### config.mk
export PLATFORM = sky130hd
export DESIGN_NAME = scl_baud_timer
export DESIGN_NICKNAME = d
export VERILOG_FILES = /design/src/rtl/scl_timer_pkg.sv /design/src/rtl/scl_phase_len.sv /design/src/rtl/scl_setup_cnt.sv /design/src/rtl/scl_baud_timer.sv
export SDC_FILE = /design/constraint.sdc
export NUM_CORES = 1
export LEC_CHECK = 0
export ABC_CLOCK_PERIOD_IN_PS = 2600
export BUFFER_PORTS_ARGS = -buffer_cell sky130_fd_sc_hd__buf_4
export CORE_MARGIN = 2
export CORE_UTILIZATION = 53
export DETAILED_ROUTE_END_ITERATION = 16
export GPL_TIMING_DRIVEN = 0
export PLACE_DENSITY_LB_ADDON = 0.2
export SYNTH_ARGS = -nofsm -noshare
export SYNTH_HDL_FRONTEND = slang
export SYNTH_SLANG_ARGS = --single-unit
### constraint.sdc
create_clock -name clk -period 2.6 [get_ports clk]
set_clock_uncertainty 0.05 [all_clocks]
set_input_delay 0.52 -clock clk [delete_from_list [all_inputs] [get_ports clk]]
set_output_delay 0.52 -clock clk [all_outputs]
set_load 0.005 [all_outputs]
### src/rtl/scl_timer_pkg.sv
package scl_timer_pkg;
    typedef enum logic [2:0] {
        ST_IDLE    = 3'd0,
        ST_LOW     = 3'd1,
        ST_HIGH    = 3'd2,
        ST_STRETCH = 3'd3,
        ST_HOLD    = 3'd4
    } scl_state_t;

    localparam logic [1:0] SPD_STD  = 2'b00;
    localparam logic [1:0] SPD_FAST = 2'b01;
endpackage

### src/rtl/scl_phase_len.sv
module scl_phase_len
    import scl_timer_pkg::*;
#(
    parameter int BAUD_W = 16,
    localparam int LEN_W = BAUD_W + 1
) (
    input  logic [BAUD_W-1:0] baud_cnt,
    input  logic [1:0]        speed_sel,
    output logic [LEN_W-1:0]  low_len,
    output logic [LEN_W-1:0]  high_len
);
    logic [BAUD_W-1:0] eff_cnt;

    always_comb begin
        // zero count is promoted to one
        eff_cnt  = (baud_cnt == '0) ? BAUD_W'(1) : baud_cnt;
        high_len = {1'b0, eff_cnt};
        if (speed_sel == SPD_FAST) begin
            low_len = {eff_cnt, 1'b0};
        end else begin
            low_len = {1'b0, eff_cnt};
        end
        assert_len_nonzero_R5: assert (low_len != '0 && high_len != '0);
    end
endmodule

### src/rtl/scl_setup_cnt.sv
module scl_setup_cnt #(
    parameter int SETUP_W = 16
) (
    input  logic               clk,
    input  logic               rst_n,
    input  logic               clear,
    input  logic               load,
    input  logic [SETUP_W-1:0] load_val,
    output logic               expired
);
    logic [SETUP_W-1:0] left_q;

    always_ff @(posedge clk or negedge rst_n) begin
        if (!rst_n) begin
            left_q <= '0;
        end else if (clear) begin
            left_q <= '0;
        end else if (load) begin
            left_q <= load_val;
        end else if (left_q != '0) begin
            left_q <= left_q - 1'b1;
        end
    end

    assign expired = (left_q == '0);

    assert_setup_countdown_R8: assert property (@(posedge clk) disable iff (!rst_n)
        (!clear && !load && left_q != '0) |=> left_q == SETUP_W'($past(left_q) - 1'b1));
endmodule

### src/rtl/scl_baud_timer.sv
module scl_baud_timer
    import scl_timer_pkg::*;
#(
    parameter int REG_W     = 32,
    parameter int BAUD_W    = 16,
    parameter int SETUP_LSB = 16,
    parameter int SETUP_W   = 16,
    localparam int CNT_W    = BAUD_W + 1
) (
    input  logic             clk,
    input  logic             rst_n,
    input  logic             run,
    input  logic [REG_W-1:0] baud_word,
    input  logic [1:0]       speed_sel,
    input  logic [REG_W-1:0] setup_word,
    input  logic             scl_in,
    output logic             scl_pull,
    output logic             sda_strobe,
    output logic             sample_strobe,
    output logic             busy
);
    scl_state_t       state_q, state_d;
    logic [CNT_W-1:0] cnt_q, cnt_d;
    logic [CNT_W-1:0] low_len, high_len;
    logic             load_setup, setup_zero;
    logic             unused_bits;

    assign unused_bits = ^{baud_word[REG_W-1:BAUD_W], setup_word[SETUP_LSB-1:0]};

    scl_phase_len #(.BAUD_W(BAUD_W)) u_len (
        .baud_cnt  (baud_word[BAUD_W-1:0]),
        .speed_sel (speed_sel),
        .low_len   (low_len),
        .high_len  (high_len)
    );

    scl_setup_cnt #(.SETUP_W(SETUP_W)) u_setup (
        .clk      (clk),
        .rst_n    (rst_n),
        .clear    (!run),
        .load     (load_setup),
        .load_val (setup_word[SETUP_LSB +: SETUP_W]),
        .expired  (setup_zero)
    );

    always_comb begin
        state_d    = state_q;
        cnt_d      = cnt_q;
        load_setup = 1'b0;
        if (!run) begin
            state_d = ST_IDLE;
            cnt_d   = '0;
        end else begin
            unique case (state_q)
                ST_IDLE: begin
                    state_d = ST_LOW;
                    cnt_d   = '0;
                end
                ST_LOW: begin
                    if (cnt_q >= low_len - 1'b1) begin
                        state_d = ST_HIGH;
                        cnt_d   = '0;
                    end else begin
                        cnt_d = cnt_q + 1'b1;
                    end
                end
                ST_HIGH: begin
                    if (!scl_in) begin
                        state_d = ST_STRETCH;
                    end else if (cnt_q >= high_len - 1'b1) begin
                        if (setup_zero) begin
                            state_d = ST_LOW;
                            cnt_d   = '0;
                        end else begin
                            state_d = ST_HOLD;
                        end
                    end else begin
                        cnt_d = cnt_q + 1'b1;
                    end
                end
                ST_STRETCH: begin
                    if (scl_in) begin
                        state_d    = ST_HIGH;
                        load_setup = 1'b1;
                    end
                end
                ST_HOLD: begin
                    if (setup_zero) begin
                        state_d = ST_LOW;
                        cnt_d   = '0;
                    end
                end
                default: begin
                    state_d = ST_IDLE;
                    cnt_d   = '0;
                end
            endcase
        end
    end

    always_ff @(posedge clk or negedge rst_n) begin
        if (!rst_n) begin
            state_q <= ST_IDLE;
            cnt_q   <= '0;
        end else begin
            state_q <= state_d;
            cnt_q   <= cnt_d;
        end
    end

    always_comb begin
        scl_pull      = (state_q == ST_LOW);
        busy          = (state_q != ST_IDLE);
        sda_strobe    = (state_q == ST_LOW) && (cnt_q == (low_len >> 1));
        sample_strobe = (state_q == ST_HIGH) && scl_in && (cnt_q == (high_len >> 1));
    end

    assert_low_advances_R5: assert property (@(posedge clk) disable iff (!rst_n)
        (state_q == ST_LOW && run && cnt_q < low_len - 1'b1)
        |=> (state_q == ST_LOW && cnt_q == CNT_W'($past(cnt_q) + 1'b1)));

    assert_stretch_holds_R7: assert property (@(posedge clk) disable iff (!rst_n)
        (state_q == ST_STRETCH && run && !scl_in) |=> ($stable(cnt_q) && !scl_pull));

    assert_setup_gate_R8: assert property (@(posedge clk) disable iff (!rst_n)
        ((state_q == ST_HIGH || state_q == ST_HOLD) && !setup_zero) |=> !scl_pull);

    assert_run_drop_R9: assert property (@(posedge clk) disable iff (!rst_n)
        !run |=> (!busy && !scl_pull));
endmodule

# Yosys cells after proc, flatten, opt, wreduce, memory -nomap -nowiden
# Index checks and enable logic that the tools add are counted.
[word_totals] regBits=36 input_bits=70 wordCells=55
[op_classes] n_addsub=4 magnitude_cmp=2 eq_ne=14 n_mux=22 reduce_logical=10
[ops] op="$mux 17" n=6
[ops] op="$pmux 17 s4" n=1
[ops] op="$mux 16" n=4
[ops] op="$ge 17x17->1" n=2
[ops] op="$logic_not 16->1" n=2
[ops] op="$mux 3" n=7
[ops] op="$add 17x1->17 const B" n=1
[ops] op="$eq 17x15->1" n=1
[ops] op="$eq 17x16->1" n=1
[ops] op="$sub 16x1->17 const B" n=1
[ops] op="$sub 17x1->17 const B" n=1
[ops] op="$reduce_bool 16->1" n=1
[ops] op="$sub 16x1->16 const B" n=1
[ops] op="$pmux 3 s5" n=1
[ops] op="$ne 3x3->1 const B" n=3
[ops] op="$eq 3x2->1 const B" n=2
[ops] op="$ne 4x4->1 const B" n=1
[ops] op="$reduce_and 4->1" n=1
[ops] op="$eq 3x1->1 const B" n=1
[ops] op="$eq 3x3->1 const B" n=1
[ops] op="$logic_and 1x1->1" n=3
[ops] op="$logic_not 3->1" n=1
[ops] op="$mux 1" n=3
[ops] op="$ne 3x1->1 const B" n=1
[ops] op="other kinds (5)" n=5

# Depth between registers and ports, before layout
# Gate-level depths: netlist of the first run.
[logic_depth] depth_word=8 mapped_depth=20

# Modules after synthesis
# From an unflattened synthesis of the first run, not the netlist that was laid out.
[unflattened] cells_unflattened=546 area_unflattened_um2=4312.9
[by_module_without_submodules] mod="scl_baud_timer" n_inst=1 cells_per_inst=361 area_per_inst_um2=2989.1 seq_area_each_um2=500.5
[by_module_without_submodules] mod="scl_setup_cnt" n_inst=1 cells_per_inst=111 area_per_inst_um2=997.2 seq_area_each_um2=400.4
[by_module_without_submodules] mod="scl_phase_len" n_inst=1 cells_per_inst=74 area_per_inst_um2=326.6 seq_area_each_um2=0.0

# Worst setup path before layout of the first run
# Ideal clock, no wire load.
[synth_timing] path_type="input to register" start="input port baud_word[14]" end="register cnt_q[0]" setup_ps=64 arrival_time_ps=5168 required_ps=2486 setup_slack_ps=-2683 stages=20 n_path_buf=2 cell_sequence="clkbuf_1 nor4_1 and4_1 a31o_2 a21oi_1 ha_1 or3b_1 a2111oi_4 nand3b_2 or4_1 o211ai_1 o31a_1 ha_1 a21o_1 a21o_1 a2111oi_0 o211ai_1 a21oi_2 buf_2 mux2_2"
[synth_between] elab_chain_cells=8 elab_cells_between_ends=12 cone_classes="2 x add/sub; 2 x order compare; 7 x mux; 1 x reduce/logical"
[synth_rtl] element="from (decl)" line="scl_baud_timer.sv:13" text="input logic [REG_W-1:0] baud_word,"
[synth_rtl] element="$logic_not 16->1" line="scl_phase_len.sv:16" text="eff_cnt = (baud_cnt == '0) ? BAUD_W'(1) : baud_cnt;"
[synth_rtl] element="$mux 16 (*)" line="scl_phase_len.sv:16"
[synth_rtl] element="$mux 17 / $sub 16x1->17 (equally long branches)" line="scl_phase_len.sv:18, scl_baud_timer.sv:70"
[synth_rtl] element="$sub 17x1->17 / $ge 17x17->1 (equally long branches)" line="scl_baud_timer.sv:60, scl_baud_timer.sv:70"
[synth_rtl] element="$ge 17x17->1 / $mux 17 (equally long branches)" line="scl_baud_timer.sv:60, scl_baud_timer.sv:70"
[synth_rtl] element="$mux 17 (on tied branches)" line="scl_baud_timer.sv:60, scl_baud_timer.sv:68"
[synth_rtl] element="$pmux 17 s4 (*)" line="scl_baud_timer.sv:54" text="unique case (state_q)"
[synth_rtl] element="$mux 17 (*)" line="scl_baud_timer.sv:50" text="if (!run) begin"
[synth_rtl] element="to (signal assigned)" line="scl_baud_timer.sv:107" text="cnt_q <= cnt_d;"
[synth_rtl] element="to (decl)" line="scl_baud_timer.sv:23" text="logic [CNT_W-1:0] cnt_q, cnt_d;"
# Mark *: on every way between the ends. The rest lies on a longest branch, timed or not. The select of a mux whose other input is x is not followed.
# A chain may end at the register's enable or synchronous reset.

# Final worst setup path of the first run
[layout_timing] start="input port baud_word[10]" end="register cnt_q[5]"
# The elaborated chain is that of the path after synthesis.

==> impl_metrics.json, run 1 <==
{
  "status": "finished, violations left",
  "violations": "setup timing",
  "initial_utilization_pct": 54.3,
  "rsz0062_at_grt": "yes",
  "numClockSinks": 36,
  "die_width_um": 95.5,
  "placeableCoreArea_mm2": 0.00818,
  "fillers": 646,
  "synth.cells.most_frequent": "nand2_1 (50), nor2_1 (48), a21oi_1 (47), ha_1 (38), dfrtp_1 (36)",
  "floorplan.io_pins": 74,
  "share_comb_of_total_power_pct": 58.6,
  "power_density_mw_per_mm2": 516,
  "power.share.switching_pct": 44.0,
  "synth_cell_types": 68,
  "power_frac_seq_pct": 27.1,
  "critPathLaunchType": "input port",
  "grt_start_max_net_pins": 37,
  "timing.setup.critical_path_class": "input port to flop",
  "antenna_cells_inserted": 0,
  "grt_pass1_wl_mm": 24.9,
  "critPathCaptureType": "flop",
  "asyncSetResetFlopFracSynth_pct": 100,
  "timing.final.crit_share_pct": 187,
  "tritoncts": "done",
  "synthesis.area_per_instance_um2": 7.80,
  "post_synth_main_area_contributors": "dfrtp_1 (20%), ha_1 (11%), xor2_1 (6.3%)",
  "flow.area_growth_from_synthesis_pct": 32.8,
  "dr_total_vias": 5006,
  "synth_largest_type_area_fraction_pct": 20.3,
  "initialDrtViolationCount": 432,
  "post-synth-top-count-cell": "nand2_1",
  "grt_usage_pct": 35.1,
  "net-switching-power_mw": 1.34,
  "finish.instance_area_mm2": 0.00589,
  "final_hold_violations": 0,
  "worst-slew-pin-transition_ps": 799,
  "port_buffers": 34,
  "finish.net_count": 758,
  "initial_antenna_violation_count": 0,
  "gate_count_after_technology_mapping": 569,
  "cts.htree.levels": 2,
  "max-vdd-ir-drop_mv": 0.498,
  "finalCriticalPeriod_ps": 4850,
  "leakagePower_nw": 2.57,
  "dp_slack_ps": -3470,
  "worst-endpoint-arrival_ps": 5020,
  "synth_flop_cell": "dfrtp_1",
  "cts-root-buf": "clkbuf_8",
  "synthDominantAreaCellType": "dfrtp_1",
  "grt_overflow_total": 0,
  "worst_hold_path_type": "input port to async pin",
  "drt-wirelength-per-cell_um": 20.4,
  "fmaxAchievable_mhz": 206,
  "post-route-util_pct": 72.0,
  "setup-violations-final": 26,
  "number_of_iterations_in_the_first_detailed_routing_pass": 6,
  "route.antenna.remaining_nets": 0,
  "max_cap_violations": 0,
  "finalWorstSetupSlack_ps": -2250,
  "die_span_y_um": 95.5,
  "critical_path_required_ps": 2770,
  "ys_ff_latch": 36,
  "post-dp-hpwl_mm": 10.0,
  "internal-power_mw": 1.70,
  "power.clock.fraction_pct": 14.3,
  "postPlaceCellArea_mm2": 0.00499,
  "cts_hold_buffers": 0,
  "grt_pass1_vias": 4927,
  "ys_seq_area_share_pct": 20.3,
  "drt_wirelength_mm": 15.4,
  "slew_headroom_pct": 46.4,
  "drive_gt1_share_pct": 26.0,
  "drc": 0,
  "yosys_warnings": 0,
  "post_synth_instance_area_mm2": 0.00444,
  "syn_nets": 677,
  "synth_enable_flop_cells": 0,
  "vias_per_cell": 6.63,
  "cts_max_path_buffers": 2,
  "multi_input_comb_area_mm2": 0.00368,
  "cts_inserted_buffers": 5,
  "seq_area_um2": 902,
  "gp_routability_congestion": 0.944,
  "slew_violations": 0,
  "clkSlewWorstSetupHoldPaths_ps": 70,
  "highest_net_fanout_along_the_worst_path": 5,
  "fp.dieArea_mm2": 0.00912,
  "worstSkewPairLatency_ps": 290,
  "placementRows": 33
}
==> metal layers <==
metal | track usage (%) | up-vias | part of all wire, %
li1 | - | 2284 | -
met1 | 42.1 | 2352 | 38
met2 | 61.9 | 297 | 49
met3 | 4.51 | 73 | 7.7
met4 | 16.5 | 0 | 5.0
met5 | 0 | - | 0
==> cell type report <==
class | count | area share (%)
Tap cell | 105 | 2.23
Inverter | 9 | 0.744
Buffer | 45 | 6.93
Clock buffer | 7 | 1.64
Timing Repair Buffer | 75 | 10.7
Multi-Input combinational cell | 478 | 62.5
Sequential cell | 36 | 15.3
==> kinds of logic after synthesis <==
family,synth area share [%]
multiplexers,2.31
adder cells (fa/ha/maj),10.7
AND/OR/NAND/NOR,27.1
AO/OA/AOI/OAI,23.5
flip-flops,20.3
XOR/XNOR,10.9
buffers and inverters,5.22
==> cells in the final DEF (no fill, tap or decap), types with 5 or more instances in the layout <==
cell type / n
clkbuf_8: 11
mux2i_1: 7
nand4_1: 11
xnor2_1: 22
nor2_1: 45
clkbuf_1: 16
nand3_1: 27
buf_4: 61
dfrtp_1: 35
or4_1: 5
a211oi_1: 9
clkbuf_2: 9
nor4_4: 5
nor2b_1: 5
nor3_1: 20
a221o_1: 13
nand2_1: 45
or3_1: 6
nand2b_1: 10
inv_1: 6
o211ai_1: 10
a21oi_2: 5
buf_6: 19
o21ai_0: 14
clkbuf_16: 5
a21oi_1: 41
and3_1: 5
o21a_1: 5
ha_1: 35
xor2_1: 32
==> repair_timing <==
action	4_1_cts	5_1_grt
pin swaps	22	14
gates cloned	2	0
endpoints found under the hold margin	0	0
endpoints found under the setup margin	30	33
buffers inserted	37	2
resized for setup	88	29
==> final timing paths <==
| check | startpoint | endpoint | slack [ps] | cells past startpoint |
|---|---|---|---|---|
| setup reg to reg | cnt_q[15] | cnt_q[5] | -370 | 8 |
| min in group clk | setup_word[19] | u_setup.left_q[3] | 410 | 3 |
| hold reg to reg | u_setup.left_q[8] | u_setup.left_q[8] | 530 | 2 |
| max in group asynchronous | rst_n | cnt_q[7] | 2020 | 1 |
| setup / recovery | baud_word[10] | cnt_q[5] | -2250 | 21 |
| hold / removal | rst_n | state_q[2] | 130 | 1 |
==> power groups by stage <==
stage,Sequential (mW),Combinational [mW],Clock (mW)
after floorplan,0.786,1.11,0
after global placement,0.806,1.43,0
after detailed placement,0.813,1.46,0
after CTS,0.820,1.69,0.435
after global routing,0.840,1.95,0.451
final,0.824,1.78,0.435
==> registers in the layout, indices dropped and copies added, names as in the netlist <==
register / flops
state_q: 3
cnt_q: 17
u_setup.left_q: 16
==> per-stage QoR <==
stage	setup TNS, ps	total power, mW	hold slack (ps)	instances
4_1_cts	-41120	2.95	151	753
5_1_grt	-47740	3.24	173	755
2_1_floorplan	-43970	1.90	174	569
3_5_place_dp	-66540	2.28	460	708
6_report	-44240	3.04	128	755
3_3_place_gp	-66180	2.24	457	708
==> worst max-delay path, cell delays in order <==
cell	delay, ps
clkbuf_16	110
inv_8	30
and4_4	200
a31o_4	250
a21oi_4	180
ha_4	160
or3b_4	380
a2111oi_4	440
nand3b_4	110
or4_1	400
o211ai_1	100
o31a_1	170
ha_1	250
a21o_1	180
a21o_1	180
a2111oi_4	380
o211ai_1	230
buf_4	200
a21oi_4	210
buf_6	160
a221o_1	150
No activity file was read; power rests on OpenSTA's default activity.
==> run 2, diff against run 1 <==
--- a/config.mk
+++ b/config.mk
@@ -5,13 +5,14 @@
 export SDC_FILE = /design/constraint.sdc
 export NUM_CORES = 1
 export LEC_CHECK = 0
-export ABC_CLOCK_PERIOD_IN_PS = 2600
+export ABC_CLOCK_PERIOD_IN_PS = 5700
 export BUFFER_PORTS_ARGS = -buffer_cell sky130_fd_sc_hd__buf_4
 export CORE_MARGIN = 2
-export CORE_UTILIZATION = 53
+export CORE_UTILIZATION = 60
 export DETAILED_ROUTE_END_ITERATION = 16
 export GPL_TIMING_DRIVEN = 0
 export PLACE_DENSITY_LB_ADDON = 0.2
+export SETUP_SLACK_MARGIN = 0.05
 export SYNTH_ARGS = -nofsm -noshare
 export SYNTH_HDL_FRONTEND = slang
 export SYNTH_SLANG_ARGS = --single-unit
==> constraint.sdc (replaced) <==
create_clock -name clk -period 5.7 [get_ports clk]
set_clock_uncertainty 0.05 [all_clocks]
set_input_delay 1.14 -clock clk [delete_from_list [all_inputs] [get_ports clk]]
set_output_delay 1.14 -clock clk [all_outputs]
set_load 0.005 [all_outputs]
==> run 2 against run 1 <==
  * The run now ends clean
  * Clock-buffer cell count is 1 lower
  * Cell area is 9.6% lower
  * Via count is 2.8% lower
  * Sequential share of layout area is 1.6 points higher
  * Critical endpoint is now cnt_q[1]
==> impl_metrics.json, run 2 (same netlist as run 1, synthesis figures left out) <==
{
  "initial_antenna_violation_count": 0,
  "fillers": 596,
  "cts.htree.levels": 2,
  "die_width_um": 90.0,
  "drive_gt1_share_pct": 16.7,
  "antenna_cells_inserted": 0,
  "timing.critical_path.slowest_stage_cell": "or4_4",
  "port_buffers": 34,
  "finalWorstSetupSlack_ps": 175,
  "placedCellCount": 702,
  "power_density_mw_per_mm2": 242,
  "placeableCoreArea_mm2": 0.00721,
  "cts_max_path_buffers": 2,
  "worst-endpoint-arrival_ps": 5710,
  "max_cap_violations": 0,
  "fp.dieArea_mm2": 0.00810,
  "status": "completed",
  "finish.net_count": 737,
  "rrSetupSlack_ps": 2400,
  "critical_path.cell_chain": "buf_12 -> nor4_4 -> and4_4 -> a31o_4 -> a21oi_4 -> ha_4 -> or3b_4 -> a2111oi_4 -> buf_4 -> nand3b_4 -> or4_4 -> o211ai_1 -> o31a_1 -> ha_1 -> a21o_1 -> a21o_1 -> a2111oi_4 -> o211ai_1 -> buf_4 -> a21oi_4 -> buf_6 -> a22o_1",
  "postPlaceCellArea_mm2": 0.00489,
  "cts_inserted_buffers": 5,
  "worst-slew-pin-transition_ps": 917,
  "post-dp-hpwl_mm": 9.80,
  "grt_pass1_wl_mm": 21.8,
  "post-route-util_pct": 73.7,
  "critical-path-max-stage-delay_ps": 430,
  "dr_total_vias": 4868,
  "route.antenna.remaining_nets": 0,
  "layout.cells.most_common_list": "buf_4 (52), nand2_1 (49), nor2_1 (48), a21oi_1 (46), ha_1 (37)",
  "max-vdd-ir-drop_mv": 0.314,
  "highest_net_fanout_along_the_worst_path": 10,
  "slew_violations": 0,
  "dp_slack_ps": -1160,
  "initialDrtViolationCount": 622,
  "final_hold_violations": 0,
  "timing.final.crit_share_pct": 96.9,
  "slew_headroom_pct": 38.1,
  "grt_overflow_total": 0,
  "layout.cells.non_filler": 728,
  "finish.instance_area_mm2": 0.00532,
  "vias_per_cell": 6.69,
  "grt_pass1_vias": 4434,
  "initial_utilization_pct": 61.5,
  "critPathCaptureType": "flop",
  "worstSkewPairLatency_ps": 300,
  "drc": 0,
  "gp_routability_congestion": 0.995,
  "finalCriticalPeriod_ps": 5530,
  "mostFrequentLayoutCell": "buf_4",
  "cts_hold_buffers": 0,
  "cts-root-buf": "clkbuf_8",
  "flow.area_growth_from_synthesis_pct": 19.9,
  "critPathLaunchType": "input port",
  "die_span_y_um": 90.0,
  "clkSlewWorstSetupHoldPaths_ps": 80,
  "top_flop_regs": "cnt_q (17), u_setup.left_q (16), state_q (3)",
  "grt_usage_pct": 32.7,
  "grt_start_max_net_pins": 37,
  "largest_register_by_flop_count": "cnt_q",
  "timing.setup.critical_path_class": "input port to flop",
  "largest_register_ff_count": 17,
  "number_of_iterations_in_the_first_detailed_routing_pass": 7,
  "placementRows": 31,
  "numClockSinks": 36,
  "drt-wirelength-per-cell_um": 19.0,
  "critical_path_required_ps": 5880,
  "worst_hold_path_type": "flop to flop",
  "fmaxAchievable_mhz": 181,
  "drt_wirelength_mm": 13.8,
  "tritoncts": "done",
  "setup-violations-final": 0,
  "floorplan.io_pins": 74,
  "leakagePower_nw": 2.31
}
[run 2: cell count changes in the layout (fill, tap and decap cells not counted), moves of 5 or more]
cell / change
buf_6: -12
buf_4: -9
nor4_1: +5
a21oi_2: -5
clkbuf_2: -8
clkbuf_16: -5
a21oi_1: +5
clkbuf_1: +12
[run 2: routing by layer]
metal | vias to the layer above | wire length, um | GRT usage, %
met1 | 2317 | 5930 | 46.7
met3 | 45 | 1410 | 8.30
li1 | 2240 | - | -
met2 | 266 | 6200 | 50.6
met4 | 0 | 289 | 6.54
met5 | - | 0 | 0
[run 2: report_power, final]
part	leakage (nW)	switching, mW	internal (mW)
clock network	0.0410	0.0952	0.0832
registers	0.491	0.0639	0.306
logic	1.78	0.424	0.313
total	2.31	0.583	0.702
[run 2: path summary, 6_finish.rpt]
kind / startpoint / cells past startpoint / to
worst max-delay path: baud_word[9] / 22 / cnt_q[1]
worst min-delay path: u_setup.left_q[9] / 2 / u_setup.left_q[9]
worst max register to register: cnt_q[3] / 7 / cnt_q[4]
worst min register to register: u_setup.left_q[9] / 2 / u_setup.left_q[9]
max in group asynchronous: rst_n / 1 / u_setup.left_q[2]
min in group asynchronous: rst_n / 1 / u_setup.left_q[15]
[run 2: worst max-delay path: cells and delay by family]
kind	cells	cell delay, ps
AOI/OAI and AO/OA	11	2280
adders and majority gates	2	430
buffers and inverters	4	690
and+or+nand+nor	5	1150
[run 2: per-stage QoR]
| step | setup TNS, ps | hold WS (ps) | power [mW] |
|---|---|---|---|
| 2_1_floorplan | 0 | 490 | 0.854 |
| 3_3_place_gp | -18130 | 516 | 1.01 |
| 3_5_place_dp | -20350 | 531 | 1.03 |
| 4_1_cts | 0 | 549 | 1.24 |
| 5_1_grt | -261 | 566 | 1.37 |
| 6_report | 0 | 542 | 1.29 |
[run 2: final cells by class]
cell class	instances	area (um2)	area share, %
Tap cell	99	124	2.33
Inverter	9	36.3	0.682
Timing Repair Buffer	53	405	7.62
Clock inverter	1	5.00	0.0941
Multi-Input combinational cell	478	3450	64.9
Clock buffer	6	72.6	1.36
Sequential cell	36	901	16.9
Buffer	46	325	6.11
[run 2: timing repair]
item	CTS	global route
buffers inserted	7	11
pin swaps	4	13
resized for setup	17	38
endpoints found under the setup margin	19	19
gates cloned	1	0
